<file path="config.mk">
export PLATFORM = sky130hd
export DESIGN_NAME = pwm_chan
export DESIGN_NICKNAME = d
export VERILOG_FILES = /design/src/rtl/pwm_chan_pkg.sv /design/src/rtl/pwm_shadow_reg.sv /design/src/rtl/pwm_counter.sv /design/src/rtl/pwm_compare.sv /design/src/rtl/pwm_chan.sv
export SDC_FILE = /design/constraint.sdc
export NUM_CORES = 1
export LEC_CHECK = 0
export BUFFER_PORTS_ARGS = -buffer_cell sky130_fd_sc_hd__buf_2
export CAP_MARGIN = 15
export CORE_MARGIN = 3
export CORE_UTILIZATION = 59
export CTS_BUF_LIST = sky130_fd_sc_hd__clkbuf_8 sky130_fd_sc_hd__clkbuf_16
export CTS_CLUSTER_DIAMETER = 200
export DETAILED_ROUTE_END_ITERATION = 10
export HOLD_SLACK_MARGIN = 0.05
export PLACE_DENSITY_LB_ADDON = 0.2
export SLEW_MARGIN = 25
export SYNTH_ARGS = -nofsm -noshare
export SYNTH_HDL_FRONTEND = slang
export SYNTH_SLANG_ARGS = --single-unit
</file>
<file path="constraint.sdc">
create_clock -name clk_i -period 3.1 [get_ports clk_i]
set_clock_uncertainty 0.2 [all_clocks]
set_input_delay 0.31 -clock clk_i [delete_from_list [all_inputs] [get_ports clk_i]]
set_output_delay 0.31 -clock clk_i [all_outputs]
set_load 0.01 [all_outputs]
</file>
<file path="src/rtl/pwm_chan_pkg.sv">
package pwm_chan_pkg;
  localparam int unsigned NUM_REGS = 2;
  localparam int unsigned REG_PER  = 0;
  localparam int unsigned REG_DUTY = 1;
endpackage

</file>
<file path="src/rtl/pwm_shadow_reg.sv">
module pwm_shadow_reg #(
  parameter int unsigned  W   = 8,
  parameter logic [W-1:0] RST = '1
) (
  input  logic         clk_i,
  input  logic         rst_ni,
  input  logic         en_i,
  input  logic         wr_i,
  input  logic [W-1:0] wdata_i,
  input  logic         load_i,
  output logic [W-1:0] buf_o,
  output logic [W-1:0] act_o
);
  logic [W-1:0] buf_q, act_q;

  always_ff @(posedge clk_i or negedge rst_ni) begin
    if (!rst_ni)   buf_q <= RST;
    else if (wr_i) buf_q <= wdata_i;
  end

  // disabled: active tracks the buffer, write goes straight through
  always_ff @(posedge clk_i or negedge rst_ni) begin
    if (!rst_ni)     act_q <= RST;
    else if (!en_i)  act_q <= wr_i ? wdata_i : buf_q;
    else if (load_i) act_q <= buf_q;
  end

  assign buf_o = buf_q;
  assign act_o = act_q;

  p_act_hold_r2: assert property (@(posedge clk_i) disable iff (!rst_ni)
    en_i && !load_i |=> $stable(act_q));
  p_direct_write_r3: assert property (@(posedge clk_i) disable iff (!rst_ni)
    !en_i && wr_i |=> act_q == $past(wdata_i));
  p_read_last_r4: assert property (@(posedge clk_i) disable iff (!rst_ni)
    wr_i |=> buf_o == $past(wdata_i));
  p_load_at_wrap_r7: assert property (@(posedge clk_i) disable iff (!rst_ni)
    en_i && load_i |=> act_q == $past(buf_q));
endmodule

</file>
<file path="src/rtl/pwm_counter.sv">
module pwm_counter #(
  parameter int unsigned W = 8
) (
  input  logic         clk_i,
  input  logic         rst_ni,
  input  logic         en_i,
  input  logic         tick_i,
  input  logic [W-1:0] per_i,
  output logic [W-1:0] cnt_o,
  output logic         wrap_o
);
  logic [W-1:0] cnt_q;
  logic         last;

  assign last   = (per_i == '0) || (({1'b0, cnt_q} + 1'b1) >= {1'b0, per_i});
  assign wrap_o = en_i & tick_i & last;

  always_ff @(posedge clk_i or negedge rst_ni) begin
    if (!rst_ni)     cnt_q <= '0;
    else if (!en_i)  cnt_q <= '0;
    else if (tick_i) cnt_q <= last ? '0 : cnt_q + 1'b1;
  end

  assign cnt_o = cnt_q;

  p_cnt_below_per_r7: assert property (@(posedge clk_i) disable iff (!rst_ni)
    per_i != '0 |-> cnt_q < per_i);
  p_cnt_hold_no_tick_r7: assert property (@(posedge clk_i) disable iff (!rst_ni)
    en_i && !tick_i |=> $stable(cnt_q));
  p_cnt_zero_per_r10: assert property (@(posedge clk_i) disable iff (!rst_ni)
    en_i && per_i == '0 |=> cnt_q == '0);
  p_cnt_disabled_r11: assert property (@(posedge clk_i) disable iff (!rst_ni)
    !en_i |=> cnt_q == '0);
endmodule

</file>
<file path="src/rtl/pwm_compare.sv">
module pwm_compare #(
  parameter int unsigned W = 8
) (
  input  logic         clk_i,
  input  logic         rst_ni,
  input  logic         en_i,
  input  logic         pol_i,
  input  logic [W-1:0] cnt_i,
  input  logic [W-1:0] per_i,
  input  logic [W-1:0] duty_i,
  output logic         pwm_o
);
  always_comb begin
    if (!en_i)              pwm_o = ~pol_i;
    else if (per_i == '0)   pwm_o = pol_i;
    else if (cnt_i < duty_i) pwm_o = pol_i;
    else                    pwm_o = ~pol_i;
  end

  p_first_slot_r5: assert property (@(posedge clk_i) disable iff (!rst_ni)
    en_i && cnt_i == '0 && duty_i != '0 |-> pwm_o == pol_i);
  p_zero_duty_r9: assert property (@(posedge clk_i) disable iff (!rst_ni)
    en_i && per_i != '0 && duty_i == '0 |-> pwm_o != pol_i);
  p_full_duty_r9: assert property (@(posedge clk_i) disable iff (!rst_ni)
    en_i && duty_i >= per_i |-> pwm_o == pol_i);
endmodule

</file>
<file path="src/rtl/pwm_chan.sv">
module pwm_chan
  import pwm_chan_pkg::*;
#(
  parameter int unsigned  W        = 8,
  parameter logic [W-1:0] PER_RST  = '1,
  parameter logic [W-1:0] DUTY_RST = '1
) (
  input  logic         clk_i,
  input  logic         rst_ni,
  input  logic         wr_en_i,
  input  logic         addr_i,
  input  logic [W-1:0] wdata_i,
  output logic [W-1:0] rdata_o,
  input  logic         en_i,
  input  logic         pol_i,
  input  logic         tick_i,
  output logic         pwm_o
);
  logic [W-1:0] buf_w [NUM_REGS];
  logic [W-1:0] act_w [NUM_REGS];
  logic [W-1:0] cnt;
  logic         wrap;

  for (genvar i = 0; i < NUM_REGS; i++) begin : g_reg
    localparam logic         SEL = 1'(i);
    localparam logic [W-1:0] RV  = (i == REG_DUTY) ? DUTY_RST : PER_RST;
    pwm_shadow_reg #(.W(W), .RST(RV)) u_reg (
      .clk_i  (clk_i),
      .rst_ni (rst_ni),
      .en_i   (en_i),
      .wr_i   (wr_en_i && (addr_i == SEL)),
      .wdata_i(wdata_i),
      .load_i (wrap),
      .buf_o  (buf_w[i]),
      .act_o  (act_w[i])
    );
  end

  assign rdata_o = buf_w[addr_i];

  pwm_counter #(.W(W)) u_cnt (
    .clk_i (clk_i),
    .rst_ni(rst_ni),
    .en_i  (en_i),
    .tick_i(tick_i),
    .per_i (act_w[REG_PER]),
    .cnt_o (cnt),
    .wrap_o(wrap)
  );

  pwm_compare #(.W(W)) u_cmp (
    .clk_i (clk_i),
    .rst_ni(rst_ni),
    .en_i  (en_i),
    .pol_i (pol_i),
    .cnt_i (cnt),
    .per_i (act_w[REG_PER]),
    .duty_i(act_w[REG_DUTY]),
    .pwm_o (pwm_o)
  );

  p_idle_level_r11: assert property (@(posedge clk_i) disable iff (!rst_ni)
    !en_i |-> pwm_o == ~pol_i);
  p_zero_per_r10: assert property (@(posedge clk_i) disable iff (!rst_ni)
    en_i && act_w[REG_PER] == '0 |-> pwm_o == pol_i);
  p_wrap_cnt_r7: assert property (@(posedge clk_i) disable iff (!rst_ni)
    wrap |=> cnt == '0);
endmodule

</file>
; ---- Word-level counts from Yosys, hierarchy flattened
; Cells that the tools add are included.
[op_classes]
addsub = 2
order_cmp = 3
n_eq_ne = 2
muxes = 15
bitwise = 5
reduce_logical = 4
[op_table]
columns = op, n
row1 = $mux 8, 12
row2 = $add 8x1->9 const B, 1
row3 = $ge 9x8->1, 1
row4 = $add 8x1->8 const B, 1
row5 = $logic_not 8->1, 1
row6 = $lt 8x8->1, 1
row7 = $ne 2x1->1 const B, 2
row8 = $mux 1, 3
row9 = $and 1x1->1, 2
row10 = $ge 2x2->1 const B, 1
row11 = $logic_and 1x1->1, 2
row12 = $not 1->1, 2
row13 = $not 1->2, 1
row14 = $logic_or 1x1->1, 1
[totals]
ff_bits = 40
input_bits = 15
elab_cells = 36

; ---- Longest topological paths before layout
; Gate-level depths: netlist of the first run.
[depth]
depth_word = 6
mapped_depth = 12
depth_no_buf = 10

; ---- Hierarchy
; Synthesis of the first run repeated with hierarchy kept, for this count alone.
[hier_totals]
hier_cells = 245
hier_area_um2 = 2692.6
[by_module_without_submodules]
columns = module, instances, cells_per_inst, area_each_um2, seq_area_each_um2
row1 = pwm_shadow_reg, 2, 55, 743.2, 420.4
row2 = pwm_counter, 1, 94, 815.8, 200.2
row3 = pwm_compare, 1, 30, 242.7, 0.0
row4 = pwm_chan, 1, 11, 147.6, 0.0

; ---- Worst setup path after synthesis of the first run
; Ideal clock, no wire load.
[synth_timing]
kind = register to register
from = register u_cnt.cnt_q[0], in the netlist u_cnt.cnt_o[0]
to = register g_reg[0].u_reg.act_q[1]
t_arrival_ns = 2.439
required_ns = 2.838
slack_ns = 0.399
stages_incl_launch_ff = 12
n_path_buf = 1
synth_period_minus_slack_ns = 2.701
cell_sequence = dfrtp_1 -> ha_1 -> nand3_2 -> xor2_1 -> inv_1 -> ha_1 -> a211oi_1 -> nand2_1 -> a31o_2 -> buf_6 -> a2111oi_1 -> a221o_1
[synth_between]
elab_chain_cells = 5
[synth_lines]
columns = element, line
row1 = "start, declared", pwm_counter.sv:12  ; logic [W-1:0] cnt_q;
row2 = "start signal, assigned", pwm_counter.sv:21  ; else if (tick_i) cnt_q <= last ? '0 : cnt_q + 1'b1;
row3 = $add 8x1->9, pwm_counter.sv:15  ; assign last = (per_i == '0) || (({1'b0, cnt_q} + 1'b1) >= {1'b0, per_i});
row4 = $ge 9x8->1, pwm_counter.sv:15
row5 = $logic_or 1x1->1, pwm_counter.sv:15
row6 = $and 1x1->1, pwm_counter.sv:16  ; assign wrap_o = en_i & tick_i & last;
row7 = $ne 2x1->1 (no line), --
row8 = "end signal, assigned", pwm_shadow_reg.sv:24  ; else if (!en_i) act_q <= wr_i ? wdata_i : buf_q;
row9 = "end signal, assigned", pwm_shadow_reg.sv:25  ; else if (load_i) act_q <= buf_q;
row10 = "end, declared", pwm_shadow_reg.sv:14  ; logic [W-1:0] buf_q, act_q;
; No other way between the ends.
; A chain may end at the register's enable or synchronous reset.

; ---- Worst setup path after layout of the first run
[layout_timing]
from = register u_cnt.cnt_q[0], in the netlist u_cnt.cnt_o[0]
to = register g_reg[1].u_reg.act_q[4]
[layout_between]
elab_chain_cells = 5
[layout_lines]
columns = element, line
row1 = $add 8x1->9, pwm_counter.sv:15
row2 = $ge 9x8->1, pwm_counter.sv:15
row3 = $logic_or 1x1->1, pwm_counter.sv:15
row4 = $and 1x1->1, pwm_counter.sv:16
row5 = $ne 2x1->1 (no line), --
row6 = "end signal, assigned", pwm_shadow_reg.sv:24
row7 = "end signal, assigned", pwm_shadow_reg.sv:25
row8 = "end, declared", pwm_shadow_reg.sv:14
; No other way between the ends.

==> summary.md, run 1 <==
| Metric | Value |
|---|---|
| Status | complete, no violations |
| Via Count | around 1,800 |
| Number of synthesis warnings | 0 |
| Overflow after GRT | 0 |
| Power per cell area | approximately 560 mW/mm2 |
| Seq cells post-synth | 40 |
| Gr usage total | 0.224 |
| Synth top area cells | dfstp_2 34%, mux2_2 11%, dfrtp_1 8.1% |
| Clock transition at path regs | around 0.080 ns |
| Post-synth EDFFs | 0 |
| Avg Inst Size Synth | approximately 11 um2 |
| Period utilization | 0.957 |
| Die area | 0.00500 mm2 |
| Max Clk Rate | about 340 MHz |
| WL per Instance | about 17 um |
| Worst-margin pin slew | 0.834 ns |
| Clk sinks | 40 |
| Port-buffer cells | 23 |
| Tot Pwr | roughly 1.5 mW |
| # nets final | around 280 |
| Final count of hold timing violations | 0 |
| Count of pins over their slew limit | 0 |
| LEAKAGE | ~1.2 nW |
| Row cnt | 22 |
| Synth top area share | 0.340 |
| Count of different cell masters after synthesis | between 40 and 50 |
| Root Buffer | clkbuf_8 |
| Skew-Pair Late Insertion Delay | between 0.2 and 0.3 ns |
| Chip Width | between 70 and 80 um |
| TritonCTS clock tree | built |
| Layout overhead on the synthesized area | 10.5% |
| Critical Path Fanout Max | 16 |
| Slew headroom | 0.444 |
| Die Ht | between 70 and 80 um |
| First-pass GRT wire length | a little under 9 mm |
| Initial antenna violation count | 0 |
| Starting Density | 0.641 |
| Post-synth net total | ~250 |
| HPWL after DPL | between 3 and 4 mm |
| Max-cap violations | 0 |
| Final ANT Viol Nets | 0 |
| Biggest area consumer among synthesized cells | dfstp_2 |
| Period minus WS final | about 3.0 ns |
| Crit path required time | between 3 and 4 ns |
| Share of cells above drive strength 1 | 0.398 |
| Worst Setup End Kind | flip-flop |
| Final instance area | approximately 0.0027 mm2 |
| Ys flop type | dfstp_2 |
| CORE AREA | between 0.003 and 0.004 mm2 |
| Top post-synthesis cells by count | 32 x dfstp_2, 24 x mux2_2, 21 x nand2_1 |
| Drc violations | 0 |
| Number of DRC markers in iteration 0 | around 120 |
| Cell Area, Placed | 0.00258 mm2 |
| Largest stage delay, worst path | ~0.46 ns |
| Drt total wl | 5.07 mm |
| CTS max path bufs | 2 |
| Seq/Total Area, Yosys | 0.421 |
| Most common cell on crit path | ha_1 |
| Crit path buffers/inverters | 1 |
| Synthesized area | ~0.0025 mm2 |
| # diodes | 0 |
| CTS buffer count | 5 |
| Mapped Cells | around 220 |
| Finish-stage setup viols | 0 |
| Post-layout util | 0.708 |
| Peak supply drop | 0.000351 V |
| Hold Crit Class | input port to flip-flop |
| DP Cell Count | approximately 290 |
| 1st-pass router iterations | 4 |
| Vias/cell | ~6.2 |
| Synth async-reset ratio | 1.00 |
| Largest net degree at the start of global routing | slightly above 40 |
| Fin cells | between 200 and 300 |
| Postcts setup bufs | 0 |
| Critical path's slowest cell | a2111oi_1 |
| Top-count cell post-synth | dfstp_2 |
| Fillers | between 200 and 300 |
| Crit-path cells | ha_1, nand3_2, xor2_1, inv_1, ha_1, a211oi_1, nand2_1, a31o_2, a2111oi_1, a221o_1 |
| Htree depth | 2 |
| Vias in the first global route | 1,795 |
| Delay-heaviest family, CP | compound AO/OA/AOI/OAI gates |
| # IOs | 24 |
| Crit path kind | flip-flop to flip-flop |
| Routability Congestion | around 0.91 |
| Worst Setup Start Kind | flip-flop |
| Arr. time, crit path | 3.00 ns |
| RSZ-0062 raised after global routing | yes |
[final timing paths]
kind                                startpoint                       to  slack, ns  cells after the start
worst max-delay path            u_cnt.cnt_o[0]  g_reg[1].u_reg.act_o[4]       0.13                     10
worst min-delay path                wdata_i[6]  g_reg[0].u_reg.buf_o[6]       0.08                      2
max in group asynchronous               rst_ni           u_cnt.cnt_o[2]       1.73                      2
worst min register to register  u_cnt.cnt_o[4]           u_cnt.cnt_o[4]       0.38                      2
min in group asynchronous               rst_ni           u_cnt.cnt_o[4]       0.46                      2
worst max register to register  u_cnt.cnt_o[0]  g_reg[1].u_reg.act_o[4]       0.13                     10
[kinds of logic after synthesis]
family	after synthesis	synth area share
flops	40	0.421
xor+xnor	6	0.0213
mux	24	0.109
buf+inv	30	0.0628
compound gates	59	0.204
fa+ha+maj	16	0.0810
simple gates	48	0.101
[registers in the layout, indices dropped and copies added, names as in the netlist]
name,flops
u_cnt.cnt_o,8
g.u_reg.act_o,16
g.u_reg.buf_o,16
[power breakdown]
| group | switching, mW | internal [mW] | total (mW) | leakage, nW |
|---|---|---|---|---|
| combinational | 0.210 | 0.166 | 0.376 | 0.660 |
| sequential | 0.0478 | 0.647 | 0.695 | 0.446 |
| clock | 0.184 | 0.284 | 0.468 | 0.0624 |
[routing by layer]
metal | vias to the layer above | wire [um] | GRT usage
met3 | 9 | 299 | 0.0526
li1 | 881 | - | -
met5 | - | 0 | 0
met1 | 890 | 2330 | 0.314
met4 | 0 | 68 | 0.0752
met2 | 56 | 2370 | 0.344
[stage by stage]
stage / hold slack, ns / setup WS [ns] / setup TNS, ns
finish: 0.0790 / 0.135 / 0
global route: 0.0652 / -0.0537 / -0.182
CTS: 0.0722 / 0.0174 / 0
detailed placement: 0.270 / 0.0652 / 0
global placement: 0.267 / 0.169 / 0
floorplan: -0.186 / 0.399 / 0
[area by class of cell]
cell class | instances | area, um2 | area share
clock inverters | 1 | 30.0 | 0.0110
multi-input cells | 153 | 1290 | 0.473
flip-flops and latches | 40 | 1040 | 0.381
clock buffers | 6 | 93.8 | 0.0344
well taps | 48 | 60.1 | 0.0220
repair buffers | 26 | 140 | 0.0513
inverters | 20 | 75.1 | 0.0275
[cell usage in the layout (no fill, tap or decap), drive strengths merged, types with 2 or more instances in the layout]
cell type,count
dfrtp,8
nor3,3
nand2,21
dfstp,32
xnor2,3
nor2,6
or4,2
buf,25
ha,16
a2111oi,14
clkbuf,6
xor2,3
mux2,24
nand2b,3
a211oi,3
nand3,5
nor2b,3
a31oi,2
o21ai,11
a21oi,5
inv,20
a221o,16
o211ai,2
and3,3
[timing repair]
item                                    in CTS  in global routing
endpoints found under the hold margin        8                  0
resized for setup                            0                  6
endpoints found under the setup margin       0                  6
hold buffers                                 1                  0
Power figures use the tool's default switching activity.
==> run 2, diff against run 1 <==
BUFFER_PORTS_ARGS = not set   (was -buffer_cell sky130_fd_sc_hd__buf_2)
CORE_UTILIZATION = 60   (was 59)
DONT_BUFFER_PORTS = 1   (was not set)
SYNTH_HIERARCHICAL = 1   (was not set)
==> summary.md, run 2 <==
| Metric | Value |
|---|---|
| 1st-pass router iterations | 4 |
| TritonCTS clock tree | built |
| Critical Path Fanout Max | 8 |
| Starting Density | 0.645 |
| Most frequent cells in the layout | 32 x dfstp_2, 22 x mux2_4, 21 x dlygate4sd3_1 |
| Pint | just under 1 mW |
| Count of different cell masters after synthesis | 45 |
| Worst Setup Start Kind | flip-flop |
| Reg2reg end | g_reg[1].u_reg/act_o[0] |
| Slew headroom | 0.754 |
| P_sw | 388 uW |
| Layout overhead on the synthesized area | 16.1% |
| Vias in the first global route | around 2,000 |
| Avg Inst Size Synth | 11.0 um2 |
| Post-synth EDFFs | 0 |
| Fillers | about 270 |
| Most common cell after layout, fill and taps aside | dfstp_2 |
| R2R depth | 13 |
| Overflow after GRT | 0 |
| Clk sinks | 40 |
| Htree depth | 2 |
| Register area | about 0.0010 mm2 |
| Number of synthesis warnings | 6 |
| Hold path start | en_i |
| CORE AREA | ~0.0042 mm2 |
| Status | complete, no violations |
| Max-cap violations | 0 |
| Share of cells above drive strength 1 | 0.385 |
| Final ANT Viol Nets | 0 |
| Drc violations | 0 |
| Skew-Pair Late Insertion Delay | between 0.2 and 0.3 ns |
| Sw frac | 0.287 |
| DP Cell Count | ~290 |
| Root Buffer | clkbuf_8 |
| Initial antenna violation count | 0 |
| Crit path kind | flip-flop to flip-flop |
| Area of the multi-input gates | 0.00151 mm2 |
| CTS buffer count | 5 |
| Synth async-reset ratio | 1.00 |
| Max Clk Rate | approximately 340 MHz |
| Critical path's slowest cell | dfrtp_1 |
| RR Startpoint | u_cnt/cnt_o[0] |
| Min-Delay Endpoint | g_reg[0].u_reg/act_o[4] |
| Post-layout util | 0.749 |
| Synth top area cells | dfstp_2 31%, mux2_4 12%, dfrtp_1 7.4% |
| Die area | roughly 0.0053 mm2 |
| Pre-CTS WS | about 0.0055 ns |
| Number of DRC markers in iteration 0 | between 200 and 250 |
| Synthesized area | between 0.002 and 0.003 mm2 |
| Chip Width | 73.0 um |
| Vias/cell | ~6 |
| Setup ws final | approximately 0.12 ns |
| Largest stage delay, worst path | 0.39 ns |
| Peak supply drop | 0.000345 V |
| Largest net degree at the start of global routing | between 50 and 60 |
| First-pass GRT wire length | a little under 10 mm |
| Setup TNS | 0 ns |
| Routability Congestion | 0.876 |
| # diodes | 0 |
| Hold Crit Class | input port to flip-flop |
| Logic gate share of total power | 0.238 |
| # IOs | 24 |
| Fin cells | around 330 |
| HPWL after DPL | between 3 and 4 mm |
| WHS Path Cells | 2 |
| Final count of hold timing violations | 0 |
| Clock transition at path regs | approximately 0.08 ns |
| CTS max path bufs | 2 |
| Top post-synthesis cells by count | 32 x dfstp_2, 22 x mux2_4, 18 x a21oi_1, 18 x inv_1, 16 x ha_1 |
| Period minus WS final | 2.98 ns |
| Power per cell area | 432 mW/mm2 |
| Tot Pwr | approximately 1.4 mW |
| Crit path required time | around 3.1 ns |
| Period utilization | 0.960 |
| Count of pins over their slew limit | 0 |
| Sequential power share | 0.513 |
| Worst-margin pin slew | between 0.3 and 0.4 ns |
| Row cnt | 23 |
| WL per Instance | approximately 18 um |
| Worst Setup End Kind | flip-flop |
| Crit-path cells | ha_2, and3_1, and3_4, xor2_1, ha_1, o21a_1, o21ai_1, or3_4, nand3b_4, nor2b_4, buf_8, mux2i_2, a21oi_1 |
| Gr usage total | 0.240 |
| LEAKAGE | around 1.4 nW |
| Finish-stage setup viols | 0 |
| Port-buffer cells | 0 |
| Synth top area share | 0.312 |
| Biggest area consumer among synthesized cells | dfstp_2 |
| # nets final | approximately 300 |
| Via Count | 1,953 |
| WHS | about 0.06 ns |
| Post-synth net total | ~280 |
| Mapped Cells | 245 |
| Final instance area | 0.00313 mm2 |
| Cell Area, Placed | 0.00275 mm2 |
| Seq cells post-synth | 40 |
| Clock power frac | 0.249 |
| Top-count cell post-synth | dfstp_2 |
| Seq/Total Area, Yosys | 0.387 |
| Reg2Reg Setup Slack | roughly 0.12 ns |
| Arr. time, crit path | roughly 3 ns |
| Ys flop type | dfstp_2 |
| Drt total wl | around 5.7 mm |
| Die Ht | between 70 and 80 um |
run 2: critical path: cells and delay by family (launching register included):
family,cells,cell delay (ns)
muxes,1,0.22
DFF,1,0.39
AOI/OAI and AO/OA,3,0.29
buffers and inverters,1,0.16
adders and majority gates,2,0.49
and+or+nand+nor,5,1.01
xor gates and xnor gates,1,0.14
run 2: cells by family (layout without fill, tap and decap cells):
logic type	count (synthesis)	count (layout)	synth area share
AOI/OAI and AO/OA	46	46	0.124
xor gates and xnor gates	7	7	0.0228
adders and majority gates	16	16	0.0743
buffers and inverters	31	61	0.0613
DFF	40	40	0.387
muxes	36	36	0.175
and+or+nand+nor	69	69	0.157
run 2: layout make-up:
class                   instances  area share
inverters                      18      0.0216
clock buffers                   5      0.0220
clock inverters                 2     0.00360
flip-flops and latches         40       0.333
repair buffers                 36       0.116
well taps                      50      0.0200
multi-input cells             174       0.484
run 2: how the worst max path moves through the flow:
| stage | startpoint | end | slack, ns | cells past startpoint |
|---|---|---|---|---|
| after detailed placement | u_cnt/cnt_o[0] | g_reg[1].u_reg/act_o[0] | 0.005 | 13 |
| after floorplan | u_cnt/cnt_o[0] | g_reg[0].u_reg/act_o[0] | -0.04 | 14 |
| after global routing | u_cnt/cnt_o[0] | g_reg[1].u_reg/act_o[0] | -0.006 | 13 |
| final | u_cnt/cnt_o[0] | g_reg[1].u_reg/act_o[0] | 0.12 | 13 |
| after global placement | u_cnt/cnt_o[0] | g_reg[1].u_reg/act_o[2] | 0.1 | 13 |
| after CTS | u_cnt/cnt_o[0] | g_reg[1].u_reg/act_o[0] | -0.01 | 13 |
run 2: power groups by stage:
| stage | sequential, mW | combinational, mW | clock, mW |
|---|---|---|---|
| 3_3_place_gp | 0.699 | 0.270 | 0 |
| 2_1_floorplan | 0.679 | 0.253 | 0 |
| 4_1_cts | 0.693 | 0.307 | 0.343 |
| 3_5_place_dp | 0.700 | 0.274 | 0 |
| 5_1_grt | 0.705 | 0.352 | 0.365 |
| 6_report | 0.693 | 0.322 | 0.336 |
run 2: routing by layer:
metal / GRT usage / wire, um / vias up
li1: - / - / 930
met1: 0.335 / 2570 / 968
met2: 0.378 / 2840 / 44
met3: 0.0468 / 222 / 11
met5: 0 / 0 / -
met4: 0.0717 / 102 / 0
run 2: what timing repair did:
item | 4_1_cts | 5_1_grt
pin swaps | 0 | 1
resized for setup | 0 | 11
hold buffers | 22 | 1
setup endpoints to repair | 1 | 16
hold endpoints to repair | 80 | 16
buffers inserted | 0 | 1
